$ cat config.mk
export PLATFORM = sky130hd
export DESIGN_NAME = grev_unit
export DESIGN_NICKNAME = d
export VERILOG_FILES = /design/src/rtl/gbr_pkg.sv /design/src/rtl/gbr_swap_stage.sv /design/src/rtl/gbr_ctrl_decode.sv /design/src/rtl/grev_unit.sv
export SDC_FILE = /design/constraint.sdc
export NUM_CORES = 1
export LEC_CHECK = 0
export BUFFER_PORTS_ARGS = -buffer_cell sky130_fd_sc_hd__buf_2
export CORE_UTILIZATION = 50
export DETAILED_ROUTE_END_ITERATION = 8
export GPL_TIMING_DRIVEN = 0
export PLACE_DENSITY = 0.86
export RECOVER_POWER = 100
export SLEW_MARGIN = 0
export SYNTH_ARGS = -nofsm -noshare
export SYNTH_HDL_FRONTEND = slang
export SYNTH_HIERARCHICAL = 1
export SYNTH_SLANG_ARGS = --single-unit
export TNS_END_PERCENT = 50
$ cat constraint.sdc
create_clock -name vclk -period 3.9
set_input_delay 0.195 -clock vclk [all_inputs]
set_output_delay 0.195 -clock vclk [all_outputs]
set_load 0.02 [all_outputs]
$ cat src/rtl/gbr_pkg.sv
package gbr_pkg;

  localparam int MAX_W = 64;

  // Mask selecting the lower partner of each pair swapped by stage idx:
  // bit b is kept low-side when bit idx of its index is 0.
  function automatic logic [MAX_W-1:0] lane_mask(input int idx);
    logic [MAX_W-1:0] m;
    for (int b = 0; b < MAX_W; b++) begin
      m[b] = ((b >> idx) & 1) == 0;
    end
    return m;
  endfunction

endpackage

$ cat src/rtl/gbr_swap_stage.sv
module gbr_swap_stage
  import gbr_pkg::*;
#(
  parameter int W   = 64,
  parameter int IDX = 0
) (
  input  logic [W-1:0] din,
  input  logic         en,
  output logic [W-1:0] dout
);

  localparam int            SHIFT = 1 << IDX;
  localparam logic [W-1:0]  MASK  = W'(lane_mask(IDX));

  logic [W-1:0] swapped;

  always_comb begin
    swapped = ((din & MASK) << SHIFT) | ((din & ~MASK) >> SHIFT);
    dout    = en ? swapped : din;
  end

  // a swap stage is a permutation, so the ones count never changes
  always_comb begin
    a_r1_stage_popcount: assert ($countones(dout) == $countones(din))
      else $error("stage %0d altered the ones count", IDX);
  end

endmodule

$ cat src/rtl/gbr_ctrl_decode.sv
module gbr_ctrl_decode #(
  parameter int XLEN = 64,
  parameter int STG  = $clog2(XLEN)
) (
  input  logic [XLEN-1:0] ctrl,
  input  logic            imm_sel,
  input  logic            word_act,
  output logic [STG-1:0]  stage_en,
  output logic            illegal
);

  localparam int WORD_STG = 5;

  logic [XLEN-1:0] op_width;
  int              act_stg;

  always_comb begin
    op_width = word_act ? XLEN'(32) : XLEN'(XLEN);
    act_stg  = word_act ? WORD_STG : STG;
    illegal  = imm_sel && (ctrl >= op_width);
    for (int i = 0; i < STG; i++) begin
      stage_en[i] = ctrl[i] && (i < act_stg) && !illegal;
    end
  end

  // only an immediate control can be flagged out of range
  always_comb begin
    a_r6_illegal_needs_imm: assert (!illegal || imm_sel)
      else $error("illegal raised in register form");
  end

  // word mode never enables a stage at distance 32 or more
  generate
    if (STG > WORD_STG) begin : g_word_chk
      always_comb begin
        a_r9_word_top_stage_off: assert (!word_act || (stage_en[STG-1:WORD_STG] == '0))
          else $error("word mode enabled a wide stage");
      end
    end
  endgenerate

endmodule

$ cat src/rtl/grev_unit.sv
module grev_unit
  import gbr_pkg::*;
#(
  parameter int XLEN = 64
) (
  input  logic [XLEN-1:0] operand,
  input  logic [XLEN-1:0] ctrl,
  input  logic            imm_sel,
  input  logic            word_sel,
  output logic [XLEN-1:0] result,
  output logic            illegal
);

  localparam int STG = $clog2(XLEN);

  logic            word_act;
  logic [XLEN-1:0] net_in;
  logic [XLEN-1:0] net_out;
  logic [XLEN-1:0] shaped;
  logic [STG-1:0]  stage_en;
  logic [XLEN-1:0] chain [STG+1];

  generate
    if (XLEN > 32) begin : g_wide
      assign word_act = word_sel;
      assign net_in   = word_sel ? {{(XLEN-32){1'b0}}, operand[31:0]} : operand;
      assign shaped   = word_act ? {{(XLEN-32){net_out[31]}}, net_out[31:0]} : net_out;
    end else begin : g_narrow
      logic unused_word;
      assign unused_word = word_sel;
      assign word_act    = 1'b0;
      assign net_in      = operand;
      assign shaped      = net_out;
    end
  endgenerate

  gbr_ctrl_decode #(
    .XLEN (XLEN),
    .STG  (STG)
  ) u_dec (
    .ctrl     (ctrl),
    .imm_sel  (imm_sel),
    .word_act (word_act),
    .stage_en (stage_en),
    .illegal  (illegal)
  );

  assign chain[0] = net_in;

  generate
    for (genvar i = 0; i < STG; i++) begin : g_stage
      gbr_swap_stage #(
        .W   (XLEN),
        .IDX (i)
      ) u_stage (
        .din  (chain[i]),
        .en   (stage_en[i]),
        .dout (chain[i+1])
      );
    end
  endgenerate

  assign net_out = chain[STG];
  assign result  = illegal ? '0 : shaped;

  // zero control outside word mode is the identity
  always_comb begin
    a_r2_zero_ctrl_identity: assert (!(ctrl == '0 && !word_act) || (result == operand))
      else $error("zero control changed the operand");
  end

  // a flagged immediate leaves nothing on the result
  always_comb begin
    a_r6_illegal_zero: assert (!illegal || (result == '0))
      else $error("illegal control produced a nonzero result");
  end

  // word results are sign-extended copies of bit 31
  generate
    if (XLEN > 32) begin : g_sext_chk
      always_comb begin
        a_r8_word_sext: assert (!word_act || (result[XLEN-1:32] == {(XLEN-32){result[31]}}))
          else $error("word result not sign-extended");
      end
    end
  endgenerate

endmodule

Word-level counts from Yosys, hierarchy flattened
Cells that the tools add are included.

Register bits after elaboration: 0. Input port bits: 130. Word-level logic and storage cells: 38.

Order comparisons: 7. Mux-type cells: 11. Bitwise gates (word level): 6. Reductions and logical operators: 14.

Operators with widths (count): 2-to-1 mux 64 bit (9); >= comparator 64 bit (1); less-than comparator 3 x 32 -> 1 bit, first input constant (2); less-than comparator 4 x 32 -> 1 bit, first input constant (2); bitwise OR 64 x 32 -> 64 bit (1); bitwise OR 64 x 48 -> 64 bit (1); bitwise OR 64 x 56 -> 64 bit (1); bitwise OR 64 x 60 -> 64 bit (1); bitwise OR 64 x 62 -> 64 bit (1); bitwise OR 64 x 63 -> 64 bit (1); less-than comparator 1 x 32 -> 1 bit, first input constant (1); less-than comparator 2 x 32 -> 1 bit, first input constant (1); logical AND 1 bit (13); 2-to-1 mux 7 bit (1); 2-to-1 mux 2 bit (1); logical NOT 1 bit (1).

Depth between registers and ports, before layout
Gate-level depths: netlist (run 1).

Depth in word-level cells: 18. Depth in mapped cells: 17. Mapped depth without buffers: 14.

By module
The synthesis (run 1) kept the hierarchy.

Modules (own cells, without submodules): gbr_swap_stage (instances 6, cells each 71, area an instance 1077.3 um^2, seq. area each 0.0 um^2); grev_unit (instances 1, cells each 146, area an instance 885.8 um^2, seq. area each 0.0 um^2); gbr_ctrl_decode (instances 1, cells each 49, area an instance 327.8 um^2, seq. area each 0.0 um^2).

Worst setup path before layout (run 1)
OpenSTA, ideal clock, no wires.

Path type: input to output. Start: input port ctrl[61]. End: output port result[52]. Arrival: 3.755 ns. Setup slack: -0.050 ns. Cell stages on the path: 15. Path buffers: 3. Path through: or4_4 > nor4_4 > nand3_1 > o22ai_1 > buf_6 > buf_12 > mux2_4 > mux2_4 > mux2_4 > mux2_4 > mux2_4 > mux2_4 > nand2_4 > buf_4 > a21oi_1.

RTL lines: start: declaration (RTL line grev_unit.sv:7) `input logic [XLEN-1:0] ctrl,`; end: declaration (RTL line grev_unit.sv:10) `output logic [XLEN-1:0] result,`.

==> results.cfg, run 1 <==
[sta]
post-route-period-util_pct = 111
fin_crit_ps = 4350
worst_slack_ps = -448
max_freq_ghz = 0.230
worst_slew_pin_slew_ps = 1100
max_slew_margin_pct = 27.0
setup_viol = 64
finalHoldViolations = 0
rsz0062_at_grt = yes
tns_ps = -21470
slew_violations = 0

[route]
avgViaCountPerCell = 5.63
dr.pass1.iters = 5
vias = 5768
wirelength_um = 20400
final_antenna_net_count = 0
wl_per_cell_um = 19.9
drc = 0
first_iter_violations = 332

[die]
dieArea_um2 = 15900
coreArea_um2 = 14800
die_w_um = 126
io_pins = 195
start_util_pct = 52.0
rows = 44
die_height_um = 126

[logic_synthesis]
synthCells = 621
synth_area_leaders = mux2_4 70%, buf_12 9.4%, nor2b_1 5.2%, mux2_2 3.5%, nand2b_1 2.6%
avgSynthCellArea_um2 = 12.4
ys_seq_area_share_pct = 0
synth_top_area_share_pct = 70.4
yosysTopAreaCell = mux2_4
synth_most_common_cell = mux2_4
synth.yosys.warnings = 6
netlist_area_um2 = 7680
synth_commonest_cells = 360 x mux2_4, 64 x nor2b_1, 36 x buf_12, 32 x a21oi_1, 32 x nand2b_1
yosysUniqueCellTypes = 28
syn-num-nets = 754

[layout]
drive_above_1_share_pct = 82.5
final_area_um2 = 9600
fillCellCount = 1061
regArea_um2 = 0
multiInputGateArea_um2 = 7000
syn2layout_area_growth_pct = 25.0
insertedDiodeCount = 0
seq_cells = 0
nClkBuffers = 0
nets = 976

[power]
p_leak_nw = 4.62
p_sw_share_pct = 41.4
switching_power_mw = 0.749
p_int_mw = 1.06
power.share.clock_pct = 0
p_comb_share_pct = 100.0
ir_drop_mv = 0.0731
power_density_nw_per_um2 = 189
p_seq_share_pct = 0

[global_routing]
grt-ovfl-total = 0
grt_usage_pct = 23.1
antenna_found_initial = 0
grt_max_degree = 11
grt_pass1_vias = 5745
grt_pass1_wl_um = 29900

[setup_path]
cp_data_required_time_ps = 3700
path_max_fanout = 8
startpoint_type = input pin
crit_arrival_ps = 4150
cp-end-kind = output pin
critPathKind = input pin to output pin

[placed_design]
place_ws_ps = -699
io_buffers = 195
placed_area_um2 = 8900
hpwl_um = 16400
gp_congestion = 0.938

[hold_path]
worst_hold_path.endpoint = illegal
hold_path_depth = 3
hp-start = imm_sel
hp-class = input pin to output pin

[run]
max_cap_viol_count = 0

[outcome]
outcome = finished with violations
failed_checks = negative setup slack
how the worst max path moves through the flow:
stage / slack [ps] / to / depth (start not counted) / start
detailed placement: -700 / result[57] / 17 / ctrl[61]
floorplan: -50 / result[52] / 15 / ctrl[61]
global route: -590 / result[61] / 18 / word_sel
global placement: -580 / result[57] / 17 / ctrl[61]
CTS: -440 / result[61] / 17 / ctrl[63]
finish: -450 / result[57] / 17 / ctrl[61]
routing by layer:
metal	vias up	wire (um)	global-route usage [%]
met5	-	0	0
met4	0	511	3.90
met3	35	932	2.08
met2	201	10100	42.9
met1	2788	8830	29.0
li1	2744	-	-
critical path, cell delays in order:
cell,delay [ps]
buf_6,90
or4_4,540
nor4_4,330
nand3_2,140
o22ai_4,210
buf_12,200
buf_12,130
mux2_4,300
mux2_4,280
mux2_4,280
mux2_4,300
mux2_4,300
mux2_4,310
nand2_8,120
buf_12,150
a21oi_4,70
buf_6,190
final cells by class:
cell class         count  share of cell area, %
multi-input cells    553                   72.9
repair buffers       221                   14.7
plain buffers         59                   9.70
well taps            184                   2.40
inverters              8                  0.313
power by group through the flow:
stage | Clock, mW | Combinational, mW | Sequential [mW]
global route | 0 | 1.88 | 0
CTS | 0 | 1.70 | 0
global placement | 0 | 1.60 | 0
finish | 0 | 1.81 | 0
floorplan | 0 | 1.28 | 0
detailed placement | 0 | 1.64 | 0
cell usage in the layout (no fill, tap or decap), types with 2 or more instances in the layout:
cell | synthesis | routed
buf_16 | 0 | 2
buf_4 | 1 | 32
nand2b_4 | 0 | 5
buf_6 | 11 | 32
nor2b_1 | 64 | 63
nand2b_1 | 32 | 27
mux2_4 | 360 | 365
nand3_1 | 6 | 5
o22ai_1 | 6 | 5
inv_1 | 8 | 8
a21oi_1 | 32 | 11
or4_4 | 2 | 2
nand4_1 | 2 | 2
ha_1 | 3 | 3
mux2_2 | 24 | 19
buf_8 | 0 | 3
a21oi_2 | 0 | 10
clkbuf_1 | 4 | 4
buf_2 | 7 | 168
a21oi_4 | 0 | 11
buf_12 | 36 | 38
nor4_1 | 12 | 12
metrics by stage:
stage	util, %	power, mW	hold WS [ps]	instances
after floorplan	-	1.28	546	621
after global placement	60.3	1.60	797	1000
after detailed placement	60.3	1.64	801	1000
after CTS	62.8	1.70	820	1021
after global routing	65.1	1.88	843	1025
final	65.1	1.81	828	1025
cell families (layout without fill, tap and decap cells):
kind of cell	Yosys count	after routing	share of synthesized area [%]
multiplexers	384	384	73.9
AND/OR/NAND/NOR	126	126	10.6
buffers and inverters	68	288	12.2
AO/OA/AOI/OAI	40	40	2.79
adder cells (fa/ha/maj)	3	3	0.489
what timing repair did:
item | 4_1_cts | 5_1_grt
gates cloned | 5 | 1
setup buffers | 17 | 4
endpoints found under the setup margin | 64 | 64
hold endpoints to repair | 0 | 0
pin swaps | 6 | 7
hold buffers | 0 | 0
gates resized for setup | 42 | 72
Power figures use the tool's default switching activity.
==> inputs of run 2 (changes only) <==
- PLACE_DENSITY: 0.86 -> 0.83
- clock period: 3.9 -> 4.2 ns (I/O delays scaled with it)
==> results.cfg, run 2 (synthesized netlist as in run 1, its figures left out) <==
[outcome]
outcome = finished with violations
failed_checks = negative setup slack

[route]
dr.pass1.iters = 4
drc = 0
final_antenna_net_count = 0
vias = 5475
first_iter_violations = 240
wl_per_cell_um = 18.3
wirelength_um = 18800
avgViaCountPerCell = 5.34

[layout]
nClkBuffers = 0
regArea_um2 = 0
insertedDiodeCount = 0
layout_commonest_cell = mux2_4
nets = 976
final_area_um2 = 9470
layout_common_cells = 365 x mux2_4, 178 x buf_2, 64 x nor2b_1
multiInputGateArea_um2 = 6890
seq_cells = 0
final_util_pct = 64.2
syn2layout_area_growth_pct = 23.3
drive_above_1_share_pct = 81.6
stdcell_count = 1025
fillCellCount = 1128

[hold_path]
hp-start = imm_sel
hp-class = input pin to output pin
worst_hold_path.endpoint = illegal
hold_path_depth = 3

[power]
p_int_mw = 0.964
p_leak_nw = 4.60
power_density_nw_per_um2 = 172
switching_power_mw = 0.660
ir_drop_mv = 0.0748
power.share.clock_pct = 0
p_sw_share_pct = 40.6
p_seq_share_pct = 0
p_comb_share_pct = 100.0
finalPower_mw = 1.62

[die]
dieArea_um2 = 15900
start_util_pct = 52.0
die_height_um = 126
coreArea_um2 = 14800
rows = 44
die_w_um = 126
io_pins = 195

[setup_path]
cp-end-kind = output pin
slowest_stage = a211o_2
critPathKind = input pin to output pin
path_max_fanout = 8
max_stage_delay_ps = 420
cp_data_required_time_ps = 3990
crit_chain = buf_2 -> ha_1 -> nor4bb_1 -> a211o_2 -> o22ai_4 -> buf_12 -> buf_12 -> mux2_4 -> mux2_4 -> mux2_4 -> mux2_4 -> mux2_4 -> mux2_4 -> nand2_8 -> buf_6 -> a21oi_1 -> buf_4
crit_arrival_ps = 4060
cp_common_cell = mux2_4
startpoint_type = input pin

[global_routing]
antenna_found_initial = 0
grt_pass1_wl_um = 29300
grt_pass1_vias = 5603
grt_max_degree = 11
grt_usage_pct = 22.5
grt-ovfl-total = 0

[sta]
post-route-period-util_pct = 102
slew_violations = 0
worst_slew_pin_slew_ps = 579
worst_slack_ps = -66.3
max_freq_ghz = 0.234
hold_slack_ps = 863
fin_crit_ps = 4270
rsz0062_at_grt = yes
max_slew_margin_pct = 61.4
finalHoldViolations = 0
setup_viol = 45

[placed_design]
gp_congestion = 0.910
hpwl_um = 15900
io_buffers = 195
placed_area_um2 = 8880
place_inst = 1000

[run]
max_cap_viol_count = 0
==> run 2: cell types whose count changed in the layout (fill, tap and decap cells not counted), moves of 2 or more <==
cell | previous run | this run
a21oi_1 | 11 | 20
a21oi_4 | 11 | 1
buf_2 | 168 | 178
buf_4 | 32 | 27
buf_6 | 32 | 27
buf_8 | 3 | 1
==> run 2: power groups by stage <==
stage / Clock (mW) / Combinational, mW / Sequential (mW)
after floorplan: 0 / 1.19 / 0
after global placement: 0 / 1.48 / 0
after detailed placement: 0 / 1.52 / 0
after CTS: 0 / 1.57 / 0
after global routing: 0 / 1.70 / 0
final: 0 / 1.62 / 0
==> run 2: what timing repair did <==
| item | in CTS | in global routing |
|---|---|---|
| pin swaps | 5 | 7 |
| setup buffers | 17 | 2 |
| gates resized for setup | 34 | 44 |
| hold buffers | 0 | 0 |
| cloned | 6 | 1 |
| endpoints found under the setup margin | 64 | 50 |
==> run 2: critical path: cells and delay by family <==
kind	cells	cell delay, ps
AOI/OAI and AO/OA	3	710
adders and majority gates	1	290
buffers and inverters	5	790
and+or+nand+nor	2	280
muxes	6	1730
==> run 2: area by class of cell <==
| type | instances | area share, % |
|---|---|---|
| plain buffers | 59 | 9.70 |
| inverters | 8 | 0.317 |
| multi-input cells | 553 | 72.8 |
| well taps | 184 | 2.43 |
| repair buffers | 221 | 14.8 |
==> run 2: how the worst max path moves through the flow <==
stage                   from          to  slack (ps)  cells past startpoint
finish              word_sel  result[53]         -70                     17
global route        ctrl[55]  result[47]        -160                     17
CTS                 ctrl[11]  result[60]         -90                     17
detailed placement  ctrl[61]  result[52]        -310                     17
global placement    ctrl[61]  result[57]        -250                     17
floorplan           ctrl[61]  result[52]         220                     15
==> run 2: routing by layer <==
metal	routed length (um)	vias to the layer above	global-route usage, %	part of all wire [%]
li1	-	2730	-	-
met1	8320	2574	28.7	44
met2	9360	146	41.4	50
met3	738	25	1.66	3.9
met4	382	0	4.39	2.0
met5	0	-	0	0
==> run 2: stage by stage <==
step                setup WS, ps  setup TNS, ps
global route                -157          -5400
CTS                        -94.0          -2780
finish                     -66.3          -1790
global placement            -249          -6330
detailed placement          -313          -9070
floorplan                    220              0
